===== src/rtl/clkmode_pkg.sv =====
package clkmode_pkg;

    typedef struct packed {
        logic osd_en;
        logic hi_drive;
        logic wait1;
        logic pll_sel;
        logic pll_on;
        logic roc_sel;
        logic main_stop;
        logic sub_sel;
        logic div8;
        logic div_a;
        logic div_b;
    } ctrl_t;

    localparam int CTRL_W = $bits(ctrl_t);
    localparam int MODE_W = 3;
    localparam int SRC_W  = 2;
    localparam int DIV_W  = 3;
    localparam int CODE_W = 3;

    typedef enum logic [MODE_W-1:0] {
        MD_HIGH   = 3'd0,
        MD_MID    = 3'd1,
        MD_PLL    = 3'd2,
        MD_ROC    = 3'd3,
        MD_ROC_LP = 3'd4,
        MD_LOW    = 3'd5,
        MD_LOWPWR = 3'd6
    } mode_e;

    typedef enum logic [SRC_W-1:0] {
        SRC_MAIN = 2'd0,
        SRC_PLL  = 2'd1,
        SRC_ROC  = 2'd2,
        SRC_SUB  = 2'd3
    } src_e;

    typedef enum logic [CODE_W-1:0] {
        RJ_NONE     = 3'd0,
        RJ_OSD      = 3'd1,
        RJ_ORDER    = 3'd2,
        RJ_ROC_EXIT = 3'd3,
        RJ_PLL      = 3'd4,
        RJ_WAIT     = 3'd5,
        RJ_OSC      = 3'd6,
        RJ_NOCLK    = 3'd7
    } reject_e;

    localparam ctrl_t CTRL_RST = '{
        osd_en: 1'b0, hi_drive: 1'b1, wait1: 1'b0, pll_sel: 1'b0,
        pll_on: 1'b0, roc_sel: 1'b0, main_stop: 1'b0, sub_sel: 1'b0,
        div8: 1'b1, div_a: 1'b0, div_b: 1'b0
    };

    function automatic logic [DIV_W-1:0] div_log2(input ctrl_t c);
        logic [DIV_W-1:0] r;
        if (c.div8) begin
            r = 3'd3;
        end else begin
            unique case ({c.div_a, c.div_b})
                2'b00:   r = 3'd0;
                2'b01:   r = 3'd1;
                2'b10:   r = 3'd2;
                default: r = 3'd4;
            endcase
        end
        return r;
    endfunction

    function automatic logic on_main(input mode_e m);
        return (m == MD_HIGH) || (m == MD_MID) || (m == MD_PLL);
    endfunction

    function automatic logic on_sub(input mode_e m);
        return (m == MD_LOW) || (m == MD_LOWPWR);
    endfunction

    function automatic logic on_roc(input mode_e m);
        return (m == MD_ROC) || (m == MD_ROC_LP);
    endfunction

endpackage


===== src/rtl/clkmode_decode.sv =====
module clkmode_decode
    import clkmode_pkg::*;
(
    input  ctrl_t cfg,
    output mode_e mode
);
    always_comb begin
        if (cfg.sub_sel) begin
            mode = cfg.main_stop ? MD_LOWPWR : MD_LOW;
        end else if (cfg.roc_sel) begin
            mode = cfg.main_stop ? MD_ROC_LP : MD_ROC;
        end else if (cfg.pll_on && cfg.pll_sel) begin
            mode = MD_PLL;
        end else if (div_log2(cfg) == '0) begin
            mode = MD_HIGH;
        end else begin
            mode = MD_MID;
        end
    end
endmodule


===== src/rtl/clkmode_rules.sv =====
module clkmode_rules
    import clkmode_pkg::*;
(
    input  ctrl_t   cur,
    input  mode_e   cur_mode,
    input  ctrl_t   req,
    input  logic    main_stable,
    input  logic    sub_stable,
    input  logic    pll_fast,
    output ctrl_t   cand,
    output mode_e   cand_mode,
    output reject_e code
);
    logic f_osd, f_order, f_roc, f_pll, f_wait, f_osc, f_noclk;
    logic src_chg, pll_touch, pll_entry;

    // Low-power sub-clock state pins div8 and drive high
    always_comb begin
        cand = req;
        if (req.main_stop && !req.roc_sel) begin
            cand.div8     = 1'b1;
            cand.hi_drive = 1'b1;
        end
    end

    clkmode_decode u_dec (
        .cfg  (cand),
        .mode (cand_mode)
    );

    always_comb begin
        src_chg   = {cand.sub_sel, cand.main_stop, cand.roc_sel,
                     cand.div8, cand.div_a, cand.div_b}
                 != {cur.sub_sel, cur.main_stop, cur.roc_sel,
                     cur.div8, cur.div_a, cur.div_b};
        pll_touch = cur.pll_on || cand.pll_on;
        pll_entry = !cur.pll_on && cand.pll_on;

        f_osd   = cur.osd_en && (cand.main_stop != cur.main_stop);
        f_order = (cand.div8 != cur.div8)
               && ({cand.div_a, cand.div_b} != {cur.div_a, cur.div_b});
        f_roc   = on_roc(cur_mode)
               && ((cand_mode == MD_HIGH) || (cand_mode == MD_MID))
               && !cur.div8;
        f_pll   = (cand.pll_on != cand.pll_sel)
               || (pll_touch && src_chg)
               || (pll_entry && (cur_mode != MD_HIGH));
        f_wait  = ((cand.wait1 != cur.wait1) && pll_touch)
               || (pll_entry && pll_fast && cand.wait1);
        f_osc   = (on_main(cand_mode) && !on_main(cur_mode) && !main_stable)
               || (on_sub(cand_mode) && !on_sub(cur_mode) && !sub_stable);
        f_noclk = cand.main_stop && !cand.sub_sel && !cand.roc_sel;

        if (f_osd)         code = RJ_OSD;
        else if (f_order)  code = RJ_ORDER;
        else if (f_roc)    code = RJ_ROC_EXIT;
        else if (f_pll)    code = RJ_PLL;
        else if (f_wait)   code = RJ_WAIT;
        else if (f_osc)    code = RJ_OSC;
        else if (f_noclk)  code = RJ_NOCLK;
        else               code = RJ_NONE;
    end
endmodule


===== src/rtl/clkmode_ctrl.sv =====
module clkmode_ctrl
    import clkmode_pkg::*;
(
    input  logic              clk,
    input  logic              rst_n,
    input  logic              wr_en,
    input  logic [CTRL_W-1:0] wr_data,
    input  logic              main_stable,
    input  logic              sub_stable,
    input  logic              pll_fast,
    output logic [MODE_W-1:0] mode_o,
    output logic [SRC_W-1:0]  src_o,
    output logic [DIV_W-1:0]  div_o,
    output logic              wait_one_o,
    output logic [CTRL_W-1:0] ctrl_o,
    output logic              err_o,
    output logic [CODE_W-1:0] err_code_o
);
    ctrl_t   ctrl_q;
    mode_e   state_q;
    logic    err_q;
    reject_e code_q;

    ctrl_t   cand;
    mode_e   cand_mode;
    reject_e code;

    clkmode_rules u_rules (
        .cur         (ctrl_q),
        .cur_mode    (state_q),
        .req         (ctrl_t'(wr_data)),
        .main_stable (main_stable),
        .sub_stable  (sub_stable),
        .pll_fast    (pll_fast),
        .cand        (cand),
        .cand_mode   (cand_mode),
        .code        (code)
    );

    // State register: control word, mode and error report
    always_ff @(posedge clk or negedge rst_n) begin
        if (!rst_n) begin
            ctrl_q  <= CTRL_RST;
            state_q <= MD_MID;
            err_q   <= 1'b0;
            code_q  <= RJ_NONE;
        end else begin
            err_q  <= wr_en && (code != RJ_NONE);
            code_q <= wr_en ? code : RJ_NONE;
            if (wr_en && (code == RJ_NONE)) begin
                ctrl_q  <= cand;
                state_q <= cand_mode;
            end
        end
    end

    // Output process
    always_comb begin
        mode_o     = state_q;
        wait_one_o = ctrl_q.wait1;
        ctrl_o     = ctrl_q;
        err_o      = err_q;
        err_code_o = code_q;
        unique case (state_q)
            MD_HIGH, MD_MID: begin
                src_o = SRC_MAIN;
                div_o = div_log2(ctrl_q);
            end
            MD_PLL: begin
                src_o = SRC_PLL;
                div_o = '0;
            end
            MD_ROC, MD_ROC_LP: begin
                src_o = SRC_ROC;
                div_o = div_log2(ctrl_q);
            end
            MD_LOW, MD_LOWPWR: begin
                src_o = SRC_SUB;
                div_o = '0;
            end
            default: begin
                src_o = SRC_MAIN;
                div_o = div_log2(ctrl_q);
            end
        endcase
    end


    reject_holds_chk: assert property (@(posedge clk) disable iff (!rst_n)
        err_q |-> (ctrl_q == $past(ctrl_q)));

    err_needs_write_chk: assert property (@(posedge clk) disable iff (!rst_n)
        err_q |-> $past(wr_en));

    idle_stable_chk: assert property (@(posedge clk) disable iff (!rst_n)
        !$past(wr_en) |-> $stable(ctrl_q));

    lowpwr_forced_chk: assert property (@(posedge clk) disable iff (!rst_n)
        (ctrl_q.main_stop && !ctrl_q.roc_sel) |-> (ctrl_q.div8 && ctrl_q.hi_drive));

    pll_pair_chk: assert property (@(posedge clk) disable iff (!rst_n)
        ctrl_q.pll_on == ctrl_q.pll_sel);

    osd_lock_chk: assert property (@(posedge clk) disable iff (!rst_n)
        $past(ctrl_q.osd_en) |-> (ctrl_q.main_stop == $past(ctrl_q.main_stop)));

    clock_present_chk: assert property (@(posedge clk) disable iff (!rst_n)
        !(ctrl_q.main_stop && !ctrl_q.sub_sel && !ctrl_q.roc_sel));

    wait_lock_chk: assert property (@(posedge clk) disable iff (!rst_n)
        ($past(ctrl_q.pll_on) && ctrl_q.pll_on) |-> $stable(ctrl_q.wait1));
endmodule


===== config.mk =====
export PLATFORM = sky130hd
export DESIGN_NAME = clkmode_ctrl
export DESIGN_NICKNAME = d
export VERILOG_FILES = /design/src/rtl/clkmode_pkg.sv /design/src/rtl/clkmode_decode.sv /design/src/rtl/clkmode_rules.sv /design/src/rtl/clkmode_ctrl.sv
export SDC_FILE = /design/constraint.sdc
export NUM_CORES = 1
export LEC_CHECK = 0
export BUFFER_PORTS_ARGS = -buffer_cell sky130_fd_sc_hd__buf_4
export CAP_MARGIN = 20
export CORE_ASPECT_RATIO = 1.4
export CORE_UTILIZATION = 52
export CTS_CLUSTER_DIAMETER = 150
export DETAILED_ROUTE_END_ITERATION = 16
export GPL_TIMING_DRIVEN = 1
export PLACE_DENSITY_LB_ADDON = 0.05
export REMOVE_ABC_BUFFERS = 1
export SLEW_MARGIN = 10
export SYNTH_ARGS = -nofsm -noshare
export SYNTH_HDL_FRONTEND = slang
export SYNTH_SLANG_ARGS = --single-unit

===== constraint.sdc =====
create_clock -name clk -period 5.07 [get_ports clk]
set_clock_uncertainty 0.2 [all_clocks]
set_input_delay 0.507 -clock clk [delete_from_list [all_inputs] [get_ports clk]]
set_output_delay 0.507 -clock clk [all_outputs]
set_load 0.01 [all_outputs]

## Word level (Yosys, flattened, before mapping)

Index checks and enable logic that the tools add are counted.

- Bits in registers: 18
- Output and inout port bits: 24
- Word-level logic and storage cells: 110

- Eq/ne operators: 20
- Muxes and demuxes: 25
- Reduce and logical (&&, ||, !) cells: 51

Operators by type and width:

| cell | number |
|---|---|
| $mux 3 | 17 |
| $logic_and 1x1->1 | 20 |
| $pmux 3 s3 | 2 |
| $eq 3x3->1 const B | 5 |
| $logic_not 3->1 | 4 |
| $logic_or 1x1->1 | 12 |
| $eq 3x2->1 const B | 3 |
| $logic_not 1->1 | 8 |
| $eq 3x1->1 const B | 2 |
| $ne 6x6->1 | 1 |
| $pmux 2 s3 | 1 |
| $reduce_bool 3->1 | 2 |
| $eq 2x1->1 const B | 2 |
| $eq 2x2->1 const B | 2 |
| $logic_not 2->1 | 2 |
| $mux 2 | 2 |
| $ne 1x1->1 | 4 |
| $reduce_or 2->1 | 2 |
| $mux 1 | 3 |
| $reduce_or 3->1 | 1 |
| $ne 2x2->1 | 1 |

## Depth between registers and ports, before layout

- Depth after elaboration: 26
- Depth in mapped cells: 8

## Modules after synthesis

From an unflattened synthesis, not the netlist that was laid out.

- Cells, all modules: 124
- Area, all modules: 1249.9 um^2

By module, submodules not included:

| module | instances | cells an instance | area each (um^2) | sequential area each (um^2) |
|---|---|---|---|---|
| clkmode_ctrl | 1 | 51 | 759.5 | 454.2 |
| clkmode_rules | 1 | 65 | 431.7 | 0.0 |
| clkmode_decode | 1 | 8 | 58.8 | 0.0 |

## Worst setup path after synthesis

OpenSTA, ideal clock, no wires.

- Path type: in2reg
- From: input wr_data[6]
- To: register ctrl_q, in the netlist ctrl_o[10]
- Library setup time: 0.125 ns
- Data arrival time: 2.134 ns
- Required time: 4.745 ns
- Path slack: 2.611 ns
- Stages: 6
- Cell sequence: ha_1 -> nor4_2 -> a41o_1 -> nor4b_4 -> buf_8 -> mux2_4

- Longest elaborated chain between the ends: 18
- Elaborated cells between the ends (all ways): 38

RTL lines:

| what | line | RTL |
|---|---|---|
| start: declaration | clkmode_ctrl.sv:7 | `input logic [CTRL_W-1:0] wr_data,` |
| $logic_and 1x1->1 | clkmode_decode.sv:12 | `end else if (cfg.pll_on && cfg.pll_sel) begin` |
| $mux 2 | clkmode_decode.sv:12 |  |
| $mux 3 | clkmode_decode.sv:10 | `end else if (cfg.roc_sel) begin` |
| $mux 3 | clkmode_decode.sv:8 | `if (cfg.sub_sel) begin` |
| $eq 3x1->1 or $logic_not 3->1 (tied branches) | clkmode_pkg.sv:73, clkmode_rules.sv:43 |  |
| $logic_or 1x1->1 | clkmode_pkg.sv:73, clkmode_rules.sv:43 |  |
| $logic_or 1x1->1 | clkmode_pkg.sv:73 | `return (m == MD_HIGH) \|\| (m == MD_MID) \|\| (m == MD_PLL);` |
| $logic_and 1x1->1 (2 in a row) | clkmode_rules.sv:50 | `f_osc = (on_main(cand_mode) && !on_main(cur_mode) && !main_stable)` |
| $logic_or 1x1->1 | clkmode_rules.sv:51 | `\|\| (on_sub(cand_mode) && !on_sub(cur_mode) && !sub_stable);` |
| $mux 3 | clkmode_rules.sv:59 | `else if (f_osc) code = RJ_OSC;` |
| $mux 3 | clkmode_rules.sv:58 | `else if (f_wait) code = RJ_WAIT;` |
| $mux 3 | clkmode_rules.sv:57 | `else if (f_pll) code = RJ_PLL;` |
| $mux 3 * | clkmode_rules.sv:56 | `else if (f_roc) code = RJ_ROC_EXIT;` |
| $mux 3 * | clkmode_rules.sv:55 | `else if (f_order) code = RJ_ORDER;` |
| $mux 3 * | clkmode_rules.sv:54 | `if (f_osd) code = RJ_OSD;` |
| $logic_not 3->1 * | clkmode_ctrl.sv:50 | `if (wr_en && (code == RJ_NONE)) begin` |
| $logic_and 1x1->1 * | clkmode_ctrl.sv:50 |  |
| end signal: assignment | clkmode_ctrl.sv:51 | `ctrl_q <= cand;` |
| end: declaration | clkmode_ctrl.sv:19 | `ctrl_t ctrl_q;` |

Mark *: on every way between the ends. The rest lies on a longest branch, timed or not.
A chain may end at the register's enable or synchronous reset.

## Final worst setup path

- From: register state_q[0], in the netlist mode_o[0]
- To: register ctrl_q, in the netlist ctrl_o[1]

- Longest elaborated chain between the ends: 15
- Elaborated cells between the ends (all ways): 31

RTL lines:

| what | line | RTL |
|---|---|---|
| start: declaration | clkmode_ctrl.sv:20 | `mode_e state_q;` |
| start signal: assignment | clkmode_ctrl.sv:52 | `state_q <= cand_mode;` |
| $eq 3x1->1 or $logic_not 3->1 (tied branches) | clkmode_pkg.sv:73 |  |
| $logic_or 1x1->1 (2 in a row) | clkmode_pkg.sv:73 |  |
| $logic_not 1->1 | clkmode_rules.sv:50 |  |
| $logic_and 1x1->1 (2 in a row) | clkmode_rules.sv:50 |  |
| $logic_or 1x1->1 | clkmode_rules.sv:51 |  |
| $mux 3 | clkmode_rules.sv:59 |  |
| $mux 3 | clkmode_rules.sv:58 |  |
| $mux 3 | clkmode_rules.sv:57 |  |
| $mux 3 * | clkmode_rules.sv:56 |  |
| $mux 3 * | clkmode_rules.sv:55 |  |
| $mux 3 * | clkmode_rules.sv:54 |  |
| $logic_not 3->1 * | clkmode_ctrl.sv:50 |  |
| $logic_and 1x1->1 * | clkmode_ctrl.sv:50 |  |

Marks and branches as above.

==> impl_metrics.py <==
metrics = {
    "placement": {
        "place_congestion": 0.8733,
        "dp_cells": 164,
        "port_buffers": 40,
        "place_ws_ps": 1920,
        "placed_area_sq_um": 1399,
        "detailed_place_hpwl_microns": 1739,
    },
    "drt": {
        "drtIter0Drc": 18,
        "detailroute.via_count": 937,
        "via_per_inst": 5.512,
        "wl_per_cell_microns": 13.59,
        "detail-route-antenna-nets": 0,
        "wl_microns": 2311,
        "first_pass_iters": 4,
        "drc": 0,
    },
    "finish": {
        "stdcell_count": 170,
        "syn_to_final_growth_pct": 30.64,
        "layout-drive-gt1-share": 0.4228,
        "diodes": 0,
        "nets": 168,
        "design_area_sq_um": 1456,
    },
    "power": {
        "switching_share": 0.3902,
        "power_switching_mw": 0.3266,
        "ir_drop_mv": 0.3455,
        "intPower_mw": 0.5104,
        "p_seq_frac": 0.349,
        "power_frac_clock": 0.106,
        "power_density_nw_per_um2": 574.7,
        "p_comb_frac": 0.545,
        "p_leak_nw": 0.7064,
    },
    "critical_path": {
        "required_ps": 5060,
        "cp-end-kind": "flip-flop",
        "path_class": "reg2reg",
        "arrival_ps": 2690,
        "cp_max_fo": 8,
        "start_kind": "flip-flop",
        "slowest_stage": "dfstp_2",
        "reg2reg_depth": 7,
        "path_cells": "xor2_1, a21oi_1, a31oi_1, nand2_1, nor4b_4, buf_6, mux2_2",
        "max_stage_delay_ps": 630,
    },
    "global_route": {
        "grt_use_total": 0.2243,
        "grt-ovfl-total": 0,
        "grt_max_degree": 19,
        "grt_pass1_vias": 858,
        "antenna_found_initial": 0,
        "grt_pass1_wl_microns": 3705,
    },
    "die": {
        "io-pin-count": 41,
        "rows": 19,
        "die-area_sq_um": 2336,
        "die_x_microns": 41.13,
        "die-height_microns": 56.79,
        "core_area_sq_um": 1997,
        "start_util": 0.5583,
    },
    "synthesis": {
        "ys_seq_area_frac": 0.4074,
        "ys_warn_count": 0,
        "ys_ff_latch": 18,
        "avgSynthCellArea_sq_um": 10.32,
        "synthesis.area_sq_um": 1115,
        "netlist_instances": 108,
        "yosysUniqueCellTypes": 36,
    },
    "clocking": {
        "clkTransAtPathRegs_ps": 100,
        "clk_latency_ps": 290,
        "htree_levels": 1,
        "cts_setup_buffers": 0,
        "tritoncts": "yes",
        "clock_path_buffers": 2,
        "cts_root_buf": "clkbuf_4",
        "hold_buffers": 1,
        "cts_resized": 0,
        "numClockSinks": 18,
        "cts_buffers": 3,
    },
    "timing": {
        "worst_slew_pin_slew_ps": 633.9,
        "fin_crit_sh": 0.5333,
        "setup_tns_ps": 0,
        "slew_violations": 0,
        "fmax_mhz": 369.8,
        "fin_ws_ps": 2366,
        "layout_min_cycle_time_ps": 2704,
        "rsz0062_at_grt": "false",
        "setup_viol_count_final": 0,
        "hold_violations": 0,
        "slew_headroom": 0.5756,
    },
    "worst_hold_path": {
        "hold_depth": 2,
        "hold_class": "in2reg",
    },
    "outcome": {
        "run_status": "finished, final reports clean",
    },
    "job": {
        "maxCapViolCount": 0,
    },
}
==> worst max-delay path: cells and delay by family, from the launching register on <==
family,cells,cell delay [ps]
buffers and inverters,1,240
DFF,1,630
AOI/OAI and AO/OA,2,300
and+or+nand+nor,2,730
muxes,1,340
xor gates and xnor gates,1,160
==> flip-flops by register name, summed over array words and instances, names as in the netlist <==
signal      cells
wait_one_o      1
ctrl_o         10
err_o           1
mode_o          3
err_code_o      3
==> metal layers <==
layer | vias to the layer above | wire, microns | track usage
met2 | 30 | 1181 | 0.3638
li1 | 455 | - | -
met1 | 448 | 985 | 0.2755
met5 | - | 0 | 0
met3 | 4 | 117 | 0.03557
met4 | 0 | 26 | 0.09677
==> cell usage after synthesis <==
master | n | area share
xnor2_1 | 2 | 0.016
nor4_1 | 1 | 0.0056
o22ai_1 | 1 | 0.0056
nor3_1 | 5 | 0.022
o221ai_1 | 1 | 0.0079
mux2i_1 | 4 | 0.036
dfstp_2 | 3 | 0.071
o21ai_0 | 3 | 0.013
nand3_1 | 1 | 0.0045
o211ai_1 | 1 | 0.0067
buf_8 | 1 | 0.013
a21oi_1 | 7 | 0.031
a41o_1 | 1 | 0.0090
o21ai_1 | 1 | 0.0045
a21boi_0 | 1 | 0.0067
xor2_1 | 6 | 0.047
nor2_1 | 9 | 0.030
or2_2 | 1 | 0.0056
buf_6 | 1 | 0.010
nand2_1 | 5 | 0.017
a221oi_1 | 1 | 0.0079
dfrtp_1 | 15 | 0.34
nand2b_1 | 6 | 0.034
a31oi_1 | 2 | 0.011
ha_1 | 1 | 0.011
nor4b_4 | 1 | 0.021
a2bb2oi_1 | 1 | 0.0079
buf_2 | 1 | 0.0045
a21oi_2 | 1 | 0.0079
nor4_2 | 1 | 0.011
mux2_4 | 7 | 0.094
clkbuf_1 | 1 | 0.0034
buf_4 | 1 | 0.0067
inv_1 | 8 | 0.027
nor2b_1 | 2 | 0.011
mux2_2 | 4 | 0.040
==> logic make-up after synthesis <==
| family | count (synthesis) | synth area share |
|---|---|---|
| adders and majority gates | 1 | 0.01122 |
| and+or+nand+nor | 32 | 0.1627 |
| AOI/OAI and AO/OA | 21 | 0.1201 |
| DFF | 18 | 0.4074 |
| muxes | 15 | 0.1706 |
| buffers and inverters | 13 | 0.06509 |
| xor gates and xnor gates | 8 | 0.06285 |
==> cells in the final DEF, fill, tap and decap left out <==
| cell | synthesis | layout |
|---|---|---|
| nor2b_1 | 2 | 2 |
| o21ai_0 | 3 | 3 |
| a2bb2oi_1 | 1 | 1 |
| o21ai_1 | 1 | 1 |
| a221oi_1 | 1 | 1 |
| clkbuf_8 | 0 | 1 |
| dfstp_2 | 3 | 3 |
| inv_1 | 8 | 8 |
| o221ai_1 | 1 | 1 |
| xor2_1 | 6 | 6 |
| nand2b_1 | 6 | 6 |
| dfrtp_1 | 15 | 15 |
| nor4_1 | 1 | 1 |
| ha_1 | 1 | 1 |
| a41o_1 | 1 | 1 |
| o22ai_1 | 1 | 1 |
| nand2_1 | 5 | 5 |
| nor2_1 | 9 | 9 |
| a21boi_0 | 1 | 1 |
| mux2_4 | 7 | 7 |
| mux2i_1 | 4 | 4 |
| o211ai_1 | 1 | 1 |
| clkbuf_4 | 0 | 3 |
| mux2_2 | 4 | 4 |
| xnor2_1 | 2 | 2 |
| a21oi_2 | 1 | 1 |
| nor3_1 | 5 | 5 |
| buf_4 | 1 | 40 |
| a21oi_1 | 7 | 7 |
| nand3_1 | 1 | 1 |
| nor4_2 | 1 | 1 |
| or2_2 | 1 | 1 |
| buf_6 | 1 | 1 |
| nor4b_4 | 1 | 1 |
| dlygate4sd3_1 | 0 | 1 |
| a31oi_1 | 2 | 2 |
==> worst paths after layout <==
kind / from / end / slack (ps)
max in group asynchronous: rst_n / ctrl_o[9] / 4010
setup reg to reg: mode_o[0] / ctrl_o[1] / 2370
min in group asynchronous: rst_n / mode_o[2] / 400
hold reg to reg: ctrl_o[7] / ctrl_o[7] / 330
hold / removal: wr_data[10] / ctrl_o[10] / 250
setup / recovery: mode_o[0] / ctrl_o[1] / 2370
==> per-stage QoR <==
stage	util	total power, mW	hold WS [ps]
2_1_floorplan	-	0.5439	11.41
6_report	0.7293	0.8370	248.4
3_5_place_dp	0.7005	0.7495	187.4
3_3_place_gp	0.7005	0.7385	182.5
5_1_grt	0.7293	0.8982	233.5
4_1_cts	0.7237	0.8393	240.1
==> layout make-up <==
class | instances | area (sq um)
inverter | 8 | 30.03
tap | 21 | 26.28
fill | 155 | 540.5
timing repair buffer | 42 | 321.6
sequential | 18 | 454.2
multi-input combinational | 77 | 588.1
clock buffer | 4 | 36.28
==> power by group through the flow <==
stage               clock network, mW  logic (mW)  registers (mW)
global route                   0.0970       0.497           0.305
finish                         0.0885       0.456           0.292
global placement                    0       0.448           0.291
CTS                            0.0904       0.458           0.291
detailed placement                  0       0.455           0.294
floorplan                           0       0.229           0.315
Power figures use the tool's default switching activity.
